$ cat src/rtl/rtc_pkg.sv
package rtc_pkg;
  localparam int unsigned STAT_W     = 4;
  localparam int unsigned ST_ALM_FLG = 0;
  localparam int unsigned ST_SEC_FLG = 1;
  localparam int unsigned ST_ALM_EN  = 2;
  localparam int unsigned ST_SEC_EN  = 3;
endpackage

$ cat src/rtl/rtc_prescaler.sv
module rtc_prescaler #(
  parameter int unsigned SCALE = 3
) (
  input  logic clk_i,
  input  logic rst_ni,
  output logic sub_tick_o
);
  localparam int unsigned PW = (SCALE < 2) ? 1 : $clog2(SCALE + 1);
  localparam logic [PW-1:0] TOP = PW'(SCALE);

  logic [PW-1:0] pre_q;

  assign sub_tick_o = (pre_q == TOP);

  always_ff @(posedge clk_i or negedge rst_ni) begin
    if (!rst_ni)         pre_q <= '0;
    else if (sub_tick_o) pre_q <= '0;
    else                 pre_q <= pre_q + 1'b1;
  end

  a_r1_in_range: assert property (@(posedge clk_i) disable iff (!rst_ni)
    pre_q <= TOP);
  a_r1_wrap: assert property (@(posedge clk_i) disable iff (!rst_ni)
    sub_tick_o |=> pre_q == '0);
endmodule

$ cat src/rtl/rtc_trim_div.sv
module rtc_trim_div #(
  parameter int unsigned TRIM_W = 16
) (
  input  logic              clk_i,
  input  logic              rst_ni,
  input  logic              sub_tick_i,
  input  logic              trim_we_i,
  input  logic [TRIM_W-1:0] trim_wdata_i,
  output logic              sec_tick_o
);
  logic [TRIM_W-1:0] limit_q, tcnt_q;
  logic              hit;

  assign hit        = (tcnt_q == limit_q);
  assign sec_tick_o = sub_tick_i && hit;

  always_ff @(posedge clk_i or negedge rst_ni) begin
    if (!rst_ni) begin
      limit_q <= '0;
      tcnt_q  <= '0;
    end else begin
      if (trim_we_i) limit_q <= trim_wdata_i;
      if (sub_tick_i) tcnt_q <= hit ? '0 : tcnt_q + 1'b1;
    end
  end

  a_r2_restart: assert property (@(posedge clk_i) disable iff (!rst_ni)
    sec_tick_o |=> tcnt_q == '0);
  a_r2_idle_hold: assert property (@(posedge clk_i) disable iff (!rst_ni)
    !sub_tick_i |=> $stable(tcnt_q));
endmodule

$ cat src/rtl/rtc_event_regs.sv
module rtc_event_regs
  import rtc_pkg::*;
(
  input  logic              clk_i,
  input  logic              rst_ni,
  input  logic              set_alarm_i,
  input  logic              set_sec_i,
  input  logic              stat_we_i,
  input  logic [STAT_W-1:0] stat_wdata_i,
  output logic [STAT_W-1:0] stat_o,
  output logic              irq_alarm_o,
  output logic              irq_sec_o
);
  logic [STAT_W-1:0] stat_q;
  logic              alm_flg_d, sec_flg_d;

  always_comb begin
    alm_flg_d = stat_q[ST_ALM_FLG];
    sec_flg_d = stat_q[ST_SEC_FLG];
    if (stat_we_i && stat_wdata_i[ST_ALM_FLG]) alm_flg_d = 1'b0;
    if (stat_we_i && stat_wdata_i[ST_SEC_FLG]) sec_flg_d = 1'b0;
    // hardware set beats software clear
    if (set_alarm_i && stat_q[ST_ALM_EN]) alm_flg_d = 1'b1;
    if (set_sec_i && stat_q[ST_SEC_EN])   sec_flg_d = 1'b1;
  end

  always_ff @(posedge clk_i or negedge rst_ni) begin
    if (!rst_ni) begin
      stat_q <= '0;
    end else begin
      stat_q[ST_ALM_FLG] <= alm_flg_d;
      stat_q[ST_SEC_FLG] <= sec_flg_d;
      if (stat_we_i) begin
        stat_q[ST_ALM_EN] <= stat_wdata_i[ST_ALM_EN];
        stat_q[ST_SEC_EN] <= stat_wdata_i[ST_SEC_EN];
      end
    end
  end

  assign stat_o      = stat_q;
  assign irq_alarm_o = stat_q[ST_ALM_FLG] & stat_q[ST_ALM_EN];
  assign irq_sec_o   = stat_q[ST_SEC_FLG] & stat_q[ST_SEC_EN];

  a_r7_clear_alarm: assert property (@(posedge clk_i) disable iff (!rst_ni)
    (stat_we_i && stat_wdata_i[ST_ALM_FLG] && !set_alarm_i) |=> !stat_o[ST_ALM_FLG]);
  a_r7_set_wins: assert property (@(posedge clk_i) disable iff (!rst_ni)
    (set_sec_i && stat_o[ST_SEC_EN]) |=> stat_o[ST_SEC_FLG]);
  a_r4_sticky: assert property (@(posedge clk_i) disable iff (!rst_ni)
    (stat_o[ST_ALM_FLG] && !(stat_we_i && stat_wdata_i[ST_ALM_FLG])) |=> stat_o[ST_ALM_FLG]);
  a_r4_needs_enable: assert property (@(posedge clk_i) disable iff (!rst_ni)
    (!stat_o[ST_ALM_FLG] && !stat_o[ST_ALM_EN]) |=> !stat_o[ST_ALM_FLG]);
  a_r8_enable_load: assert property (@(posedge clk_i) disable iff (!rst_ni)
    stat_we_i |=> stat_o[ST_SEC_EN:ST_ALM_EN] == $past(stat_wdata_i[ST_SEC_EN:ST_ALM_EN]));
endmodule

$ cat src/rtl/rtc_trim_core.sv
module rtc_trim_core
  import rtc_pkg::*;
#(
  parameter int unsigned SCALE  = 3,
  parameter int unsigned TRIM_W = 16,
  parameter int unsigned CNT_W  = 32
) (
  input  logic              clk_i,
  input  logic              rst_ni,
  input  logic              trim_we_i,
  input  logic [TRIM_W-1:0] trim_wdata_i,
  input  logic              alarm_we_i,
  input  logic [CNT_W-1:0]  alarm_wdata_i,
  input  logic              cnt_we_i,
  input  logic [CNT_W-1:0]  cnt_wdata_i,
  input  logic              stat_we_i,
  input  logic [STAT_W-1:0] stat_wdata_i,
  output logic [CNT_W-1:0]  cnt_o,
  output logic [STAT_W-1:0] stat_o,
  output logic              irq_alarm_o,
  output logic              irq_sec_o
);
  logic             sub_tick, sec_tick, alarm_hit;
  logic [CNT_W-1:0] cnt_q, alarm_q;

  rtc_prescaler #(.SCALE(SCALE)) u_pre (
    .clk_i      (clk_i),
    .rst_ni     (rst_ni),
    .sub_tick_o (sub_tick)
  );

  rtc_trim_div #(.TRIM_W(TRIM_W)) u_trim (
    .clk_i        (clk_i),
    .rst_ni       (rst_ni),
    .sub_tick_i   (sub_tick),
    .trim_we_i    (trim_we_i),
    .trim_wdata_i (trim_wdata_i),
    .sec_tick_o   (sec_tick)
  );

  // compare uses the count held before this second's increment
  assign alarm_hit = sec_tick && (cnt_q == alarm_q);

  always_ff @(posedge clk_i or negedge rst_ni) begin
    if (!rst_ni) begin
      cnt_q   <= '0;
      alarm_q <= '0;
    end else begin
      if (alarm_we_i)    alarm_q <= alarm_wdata_i;
      if (cnt_we_i)      cnt_q   <= cnt_wdata_i;
      else if (sec_tick) cnt_q   <= cnt_q + 1'b1;
    end
  end

  rtc_event_regs u_evt (
    .clk_i        (clk_i),
    .rst_ni       (rst_ni),
    .set_alarm_i  (alarm_hit),
    .set_sec_i    (sec_tick),
    .stat_we_i    (stat_we_i),
    .stat_wdata_i (stat_wdata_i),
    .stat_o       (stat_o),
    .irq_alarm_o  (irq_alarm_o),
    .irq_sec_o    (irq_sec_o)
  );

  assign cnt_o = cnt_q;

  a_r9_write_wins: assert property (@(posedge clk_i) disable iff (!rst_ni)
    cnt_we_i |=> cnt_o == $past(cnt_wdata_i));
  a_r3_advance: assert property (@(posedge clk_i) disable iff (!rst_ni)
    (sec_tick && !cnt_we_i) |=> cnt_o == $past(cnt_o) + 1'b1);
  a_r3_hold: assert property (@(posedge clk_i) disable iff (!rst_ni)
    (!sec_tick && !cnt_we_i) |=> $stable(cnt_o));
endmodule

$ cat config.mk
export PLATFORM = sky130hd
export DESIGN_NAME = rtc_trim_core
export DESIGN_NICKNAME = d
export VERILOG_FILES = /design/src/rtl/rtc_pkg.sv /design/src/rtl/rtc_prescaler.sv /design/src/rtl/rtc_trim_div.sv /design/src/rtl/rtc_event_regs.sv /design/src/rtl/rtc_trim_core.sv
export SDC_FILE = /design/constraint.sdc
export NUM_CORES = 1
export LEC_CHECK = 0
export BUFFER_PORTS_ARGS = -buffer_cell sky130_fd_sc_hd__buf_2
export CORE_MARGIN = 2
export CORE_UTILIZATION = 31
export DETAILED_ROUTE_END_ITERATION = 7
export PLACE_DENSITY = 0.52
export SKIP_CTS_REPAIR_TIMING = 1
export SYNTH_ARGS = -nofsm -noshare
export SYNTH_HDL_FRONTEND = slang
export SYNTH_SLANG_ARGS = --single-unit
$ cat constraint.sdc
create_clock -name clk_i -period 2 [get_ports clk_i]
set_clock_uncertainty 0.1 [all_clocks]
set_input_delay 0.2 -clock clk_i [delete_from_list [all_inputs] [get_ports clk_i]]
set_output_delay 0.2 -clock clk_i [all_outputs]
set_load 0.01 [all_outputs]
After elaboration in Yosys (flattened, before gate mapping)

Cells that the tools add are included.

Register bits: 102
Input bits: 90
Logic and storage cells: 33

Add/sub/neg operators: 3
Equality and inequality tests: 3
Multiplexer cells: 8
Bitwise logic cells: 2
Reduce and logical (&&, ||, !) cells: 9

Operators by type and width:

| kind                                          | number |
|---|---|
| 2-to-1 mux 32 bit                             | 2 |
| adder 32 x 1 -> 32 bit, second input constant | 1 |
| equality test 32 bit                          | 1 |
| adder 16 x 1 -> 16 bit, second input constant | 1 |
| equality test 16 bit                          | 1 |
| 2-to-1 mux 16 bit                             | 1 |
| logical AND 1 bit                             | 6 |
| nonzero test 2 bit                            | 3 |
| 2-to-1 mux 1 bit                              | 4 |
| adder 2 x 1 -> 2 bit, second input constant   | 1 |
| AND 1 bit                                     | 2 |
| equality test 2 bit, second input constant    | 1 |
| 2-to-1 mux 2 bit                              | 1 |

Logic depth before layout (Yosys ltp)

Depth in word-level cells: 5
Depth in mapped cells: 7

Cells and area by module

A second synthesis with hierarchy kept.

Cell total of the unflattened synthesis: 490
Area total of the unflattened synthesis: 5301.3 um^2

By module, submodules not included:

| module         | instances | cells an instance | area each (um^2) |
|---|---|---|---|
| rtc_trim_core  | 1         | 334               | 3423.3 |
| rtc_trim_div   | 1         | 140               | 1651.6 |
| rtc_event_regs | 1         | 12                | 160.2 |
| rtc_prescaler  | 1         | 4                 | 66.3 |

Worst setup path before layout

Ideal clock, no wire load.

Kind: reg-to-reg
Start point: register cnt_q[3], in the netlist cnt_o[3]
End point: register cnt_q[31], in the netlist cnt_o[31]
Arrival time: 1.964 ns
Required time: 1.818 ns
Setup slack: -0.146 ns
Cell stages (with the launch flop): 7
Clock period less this slack: 2.146 ns
Cell sequence: dfrtp_1 -> clkbuf_2 -> nand4_4 -> nor4_4 -> nand4_4 -> or4_1 -> a31oi_1

Longest elaborated chain between the ends: 3

Ends and longest elaborated chain:

| element                | line                | text |
|---|---|---|
| start, declared        | rtc_trim_core.sv:24 | `logic [CNT_W-1:0] cnt_q, alarm_q;` |
| start signal, assigned | rtc_trim_core.sv:50 | `if (cnt_we_i) cnt_q <= cnt_wdata_i;` |
| start signal, assigned | rtc_trim_core.sv:51 | `else if (sec_tick) cnt_q <= cnt_q + 1'b1;` |
| adder 32 x 1 -> 32 bit | rtc_trim_core.sv:51 |  |
| 2-to-1 mux 32 bit      | rtc_trim_core.sv:51 |  |
| 2-to-1 mux 32 bit      | rtc_trim_core.sv:50 |  |

Every way passes these cells. The select of a mux whose other input is x is not followed.
A chain may end at the register's enable or synchronous reset.

Worst setup path after layout

Start point: register u_trim.limit_q[1]
End point: register cnt_q[12], in the netlist cnt_o[12]

Longest elaborated chain between the ends: 3

Ends and longest elaborated chain:

| element                      | line               | text |
|---|---|---|
| start, declared              | rtc_trim_div.sv:11 | `logic [TRIM_W-1:0] limit_q, tcnt_q;` |
| start signal, assigned       | rtc_trim_div.sv:22 | `if (trim_we_i) limit_q <= trim_wdata_i;` |
| equality test 16 bit         | rtc_trim_div.sv:14 | `assign hit = (tcnt_q == limit_q);` |
| logical AND 1 bit            | rtc_trim_div.sv:15 | `assign sec_tick_o = sub_tick_i && hit;` |
| nonzero test 2 bit (no line) | --                 |  |

Every way passes these cells.

==> qor.log <==
qor: status.run_status complete, but fails checks
qor: status.violations negative hold slack, negative setup slack
qor: synth.postSynthCellCount 498
qor: clock_network.clk-insertion-delay-late 360 ps
qor: global_route.grt_first_pass_wirelength 23800 um
qor: global_route.initial_antenna_violation_count 1
qor: finish.final_layout_size_suffix_gt1_share 39.4%
qor: global_route.grt_max_degree 56
qor: worst_hold_path.timing.hold.worst.class in2reg
qor: clock_network.clock_path_buffers 2
qor: placement.buffer_ports.inserted 127
qor: synth.synthDistinctLibCells 39
qor: clock_network.root_buffer clkbuf_16
qor: critical_path.timing_worst_setup_path_type reg2reg
qor: timing.max_slew.worst_pin.slew 548 ps
qor: timing.final_setup_viols 43
qor: synth.seq_area_frac_synth 48.0%
qor: global_route.groute.usage.overall 17.0%
qor: routing.num_vias 4827
qor: power_and_ir_drop.worst_ir_drop_on_vdd 440 uV
qor: routing.avgViaCountPerCell 5.03
qor: critical_path.worstSetupEndpointType register
qor: critical_path.setup.worst_path.end cnt_o[12]
qor: timing.post_route_setup_slack -245 ps
qor: synth.synth-edff-count 0
qor: timing.period_share 112%
qor: routing.wirelength 16100 um
qor: finish.multi_input_area 0.00271 mm2
qor: routing.residual_drc 0
qor: timing.drv_slew 0
qor: global_route.first_global_vias 4526
qor: timing.rsz0062_at_grt true
qor: placement.gp_routability_congestion 0.823
qor: timing.setup_tns -7090 ps
qor: critical_path.worstSetupStartpointType register
qor: finish.area_growth 44.5%
qor: timing.layout_min_cycle_time 2240 ps
qor: critical_path.worstPathRequired 2180 ps
qor: routing.drt-wirelength-per-cell 16.8 um
qor: critical_path.reg2reg_setup_slack -240 ps
qor: synth.synthesis.yosys.warnings 0
qor: critical_path.worst-endpoint-arrival 2430 ps
qor: clock_network.tritoncts.num_buffers 9
qor: clock_network.cts_max_level 3
qor: power_and_ir_drop.power_per_cell_area 649 mW/mm2
qor: synth.async_flop_share 100%
qor: critical_path.regToRegEndpoint cnt_o[12]
qor: global_route.overflow_left_after_global_routing 0
qor: synth.yosys_register_bits 102
qor: synth.post_synth.cell_area_avg 10.7 um2
qor: timing.finalHoldWorstSlack -10.6 ps
qor: power_and_ir_drop.final_total_pwr 4.98 mW
qor: critical_path.worst_r2r_start u_trim.limit_q[1]
qor: synth.syn_area 0.00531 mm2
qor: power_and_ir_drop.p_leak 3.33 nW
qor: timing.fmax 446 MHz
qor: finish.layout_fillers 1597
qor: critical_path.critical_path_peak_fanout 14
qor: die.die_height 135 um
qor: critical_path.cp-startpoint u_trim.limit_q[1]
qor: die.placementRows 47
qor: clock_network.cts.clk_slew.worst_paths 80 ps
qor: critical_path.worst-r2r-cell-count 7
qor: synth.synth-main-ff-cell dfrtp_1
qor: clock_network.cts_tree yes
qor: die.floorplan.die_area 0.0182 mm2
qor: routing.number_of_detailed_route_iterations_in_the_first_pass 4
qor: placement.dp_hpwl 11400 um
qor: placement.detailedPlace.worstSlack -311 ps
qor: routing.ant_nets 0
qor: worst_hold_path.min-delay-start cnt_wdata_i[11]
qor: die.core_footprint 0.0166 mm2
qor: clock_network.cts_sinks 102
qor: die.floorplan.io_pins 128
qor: finish.regArea 0.00256 mm2
qor: finish.final_nets 827
qor: synth.mappedNetlistNets 591
qor: die.die_w 135 um
qor: timing.slew-limit-headroom 63.5%
qor: routing.drt_iter0_drc 145
qor: run.maxCapViolations 0
qor: die.floorplan.initialDensity 31.9%
qor: timing.timing_hold_violations_final 6
power by group:
part	internal, mW	switching [mW]	total, mW
clock network	0.856	0.817	1.67
logic	0.498	0.434	0.932
registers	2.22	0.155	2.38
total	3.58	1.41	4.98
routing by layer:
metal	wire length [um]	share of wire (%)	global-route usage (%)	vias to the layer above
met4	182	1.1	4.33	0
met2	7880	49	27.7	122
met3	815	5.1	4.17	13
met1	7250	45	22.7	2376
li1	-	-	-	2316
met5	0	0	0	-
layout make-up:
type / count / area share, %
Sequential cell: 102 / 33.3
Multi-Input combinational cell: 361 / 35.3
Clock buffer: 10 / 2.98
Inverter: 8 / 0.391
Tap cell: 220 / 3.59
Antenna cell: 1 / 0.0326
Clock inverter: 6 / 0.603
Timing Repair Buffer: 252 / 23.8
cells by family (layout without fill, tap and decap cells):
kind of cell,Yosys count,in the layout,synth area share (%)
other,0,1,0
AND/OR/NAND/NOR,175,175,18.7
buffers and inverters,35,276,2.57
XOR/XNOR,59,59,9.73
adder cells (fa/ha/maj),3,3,0.707
multiplexers,50,50,10.6
flip-flops,102,102,48.0
AO/OA/AOI/OAI,74,74,9.70
critical path, cell delays in order, from the launching register on:
cell	delay, ps
dfrtp_1	400
xor2_1	170
nor4_2	390
nand4_2	130
buf_6	170
clkbuf_16	160
or4_1	460
a31oi_1	180
per-stage QoR:
step / cell area [um2] / util, % / cells / hold slack (ps)
4_1_cts: 6920 / 41.6 / 896 / -265
6_report: 7680 / 46.1 / 960 / -10.6
5_1_grt: 7670 / 46.1 / 959 / 1.10
3_5_place_dp: 6640 / 39.9 / 880 / 121
2_1_floorplan: 5320 / - / 498 / -196
3_3_place_gp: 6640 / 39.9 / 880 / 112
how the worst min path moves through the flow:
stage | to | slack, ps | cells past startpoint
floorplan | alarm_q[0] | -200 | 0
detailed placement | alarm_q[28] | 120 | 1
CTS | cnt_o[17] | -270 | 1
global route | alarm_q[17] | 1 | 2
global placement | alarm_q[28] | 110 | 1
finish | cnt_o[11] | -10 | 3
synth_stat cells (4+ instances only):
library cell  instances  area (um2)
nor4_2                4        50.1
buf_1                 4        15.0
nor4_1                4        25.0
xor2_1               37         324
and2_1                6        37.5
mux2_2               50         563
nand4_1              14        87.6
a31oi_1              28         175
or3_1                 4        25.0
xnor2_1              22         193
o31ai_1              25         188
clkbuf_1             19        71.3
dfrtp_1             102        2550
nor2_1               51         191
and3_1                8        50.1
nor3_1                6        30.0
or4_1                25         188
inv_1                 8        30.0
o21ai_0               7        35.0
nand2_1              23        86.3
nand3_1              20         100
placed cells by master, fill, tap and decap left out, types with 8 or more instances in the layout:
cell type      synthesis  layout
nand2_1               23      23
clkbuf_16              0      11
nand4_1               14      14
buf_2                  3     126
a31oi_1               28      28
mux2_2                50      50
xor2_1                37      36
o31ai_1               25      21
and3_1                 8       8
or4_1                 25      21
nand3_1               20      20
dlygate4sd3_1          0      53
dfrtp_1              102      98
nor2_1                51      50
inv_1                  8       8
buf_4                  0      60
xnor2_1               22      22
state kept, by name, summed over array words and instances (netlist names):
| signal | cells |
|---|---|
| u_pre.pre_q | 2 |
| u_trim.tcnt_q | 16 |
| u_trim.limit_q | 16 |
| u_evt.stat_o | 4 |
| alarm_q | 32 |
| cnt_o | 32 |
Note: power is estimated with default switching activity, not from simulation.
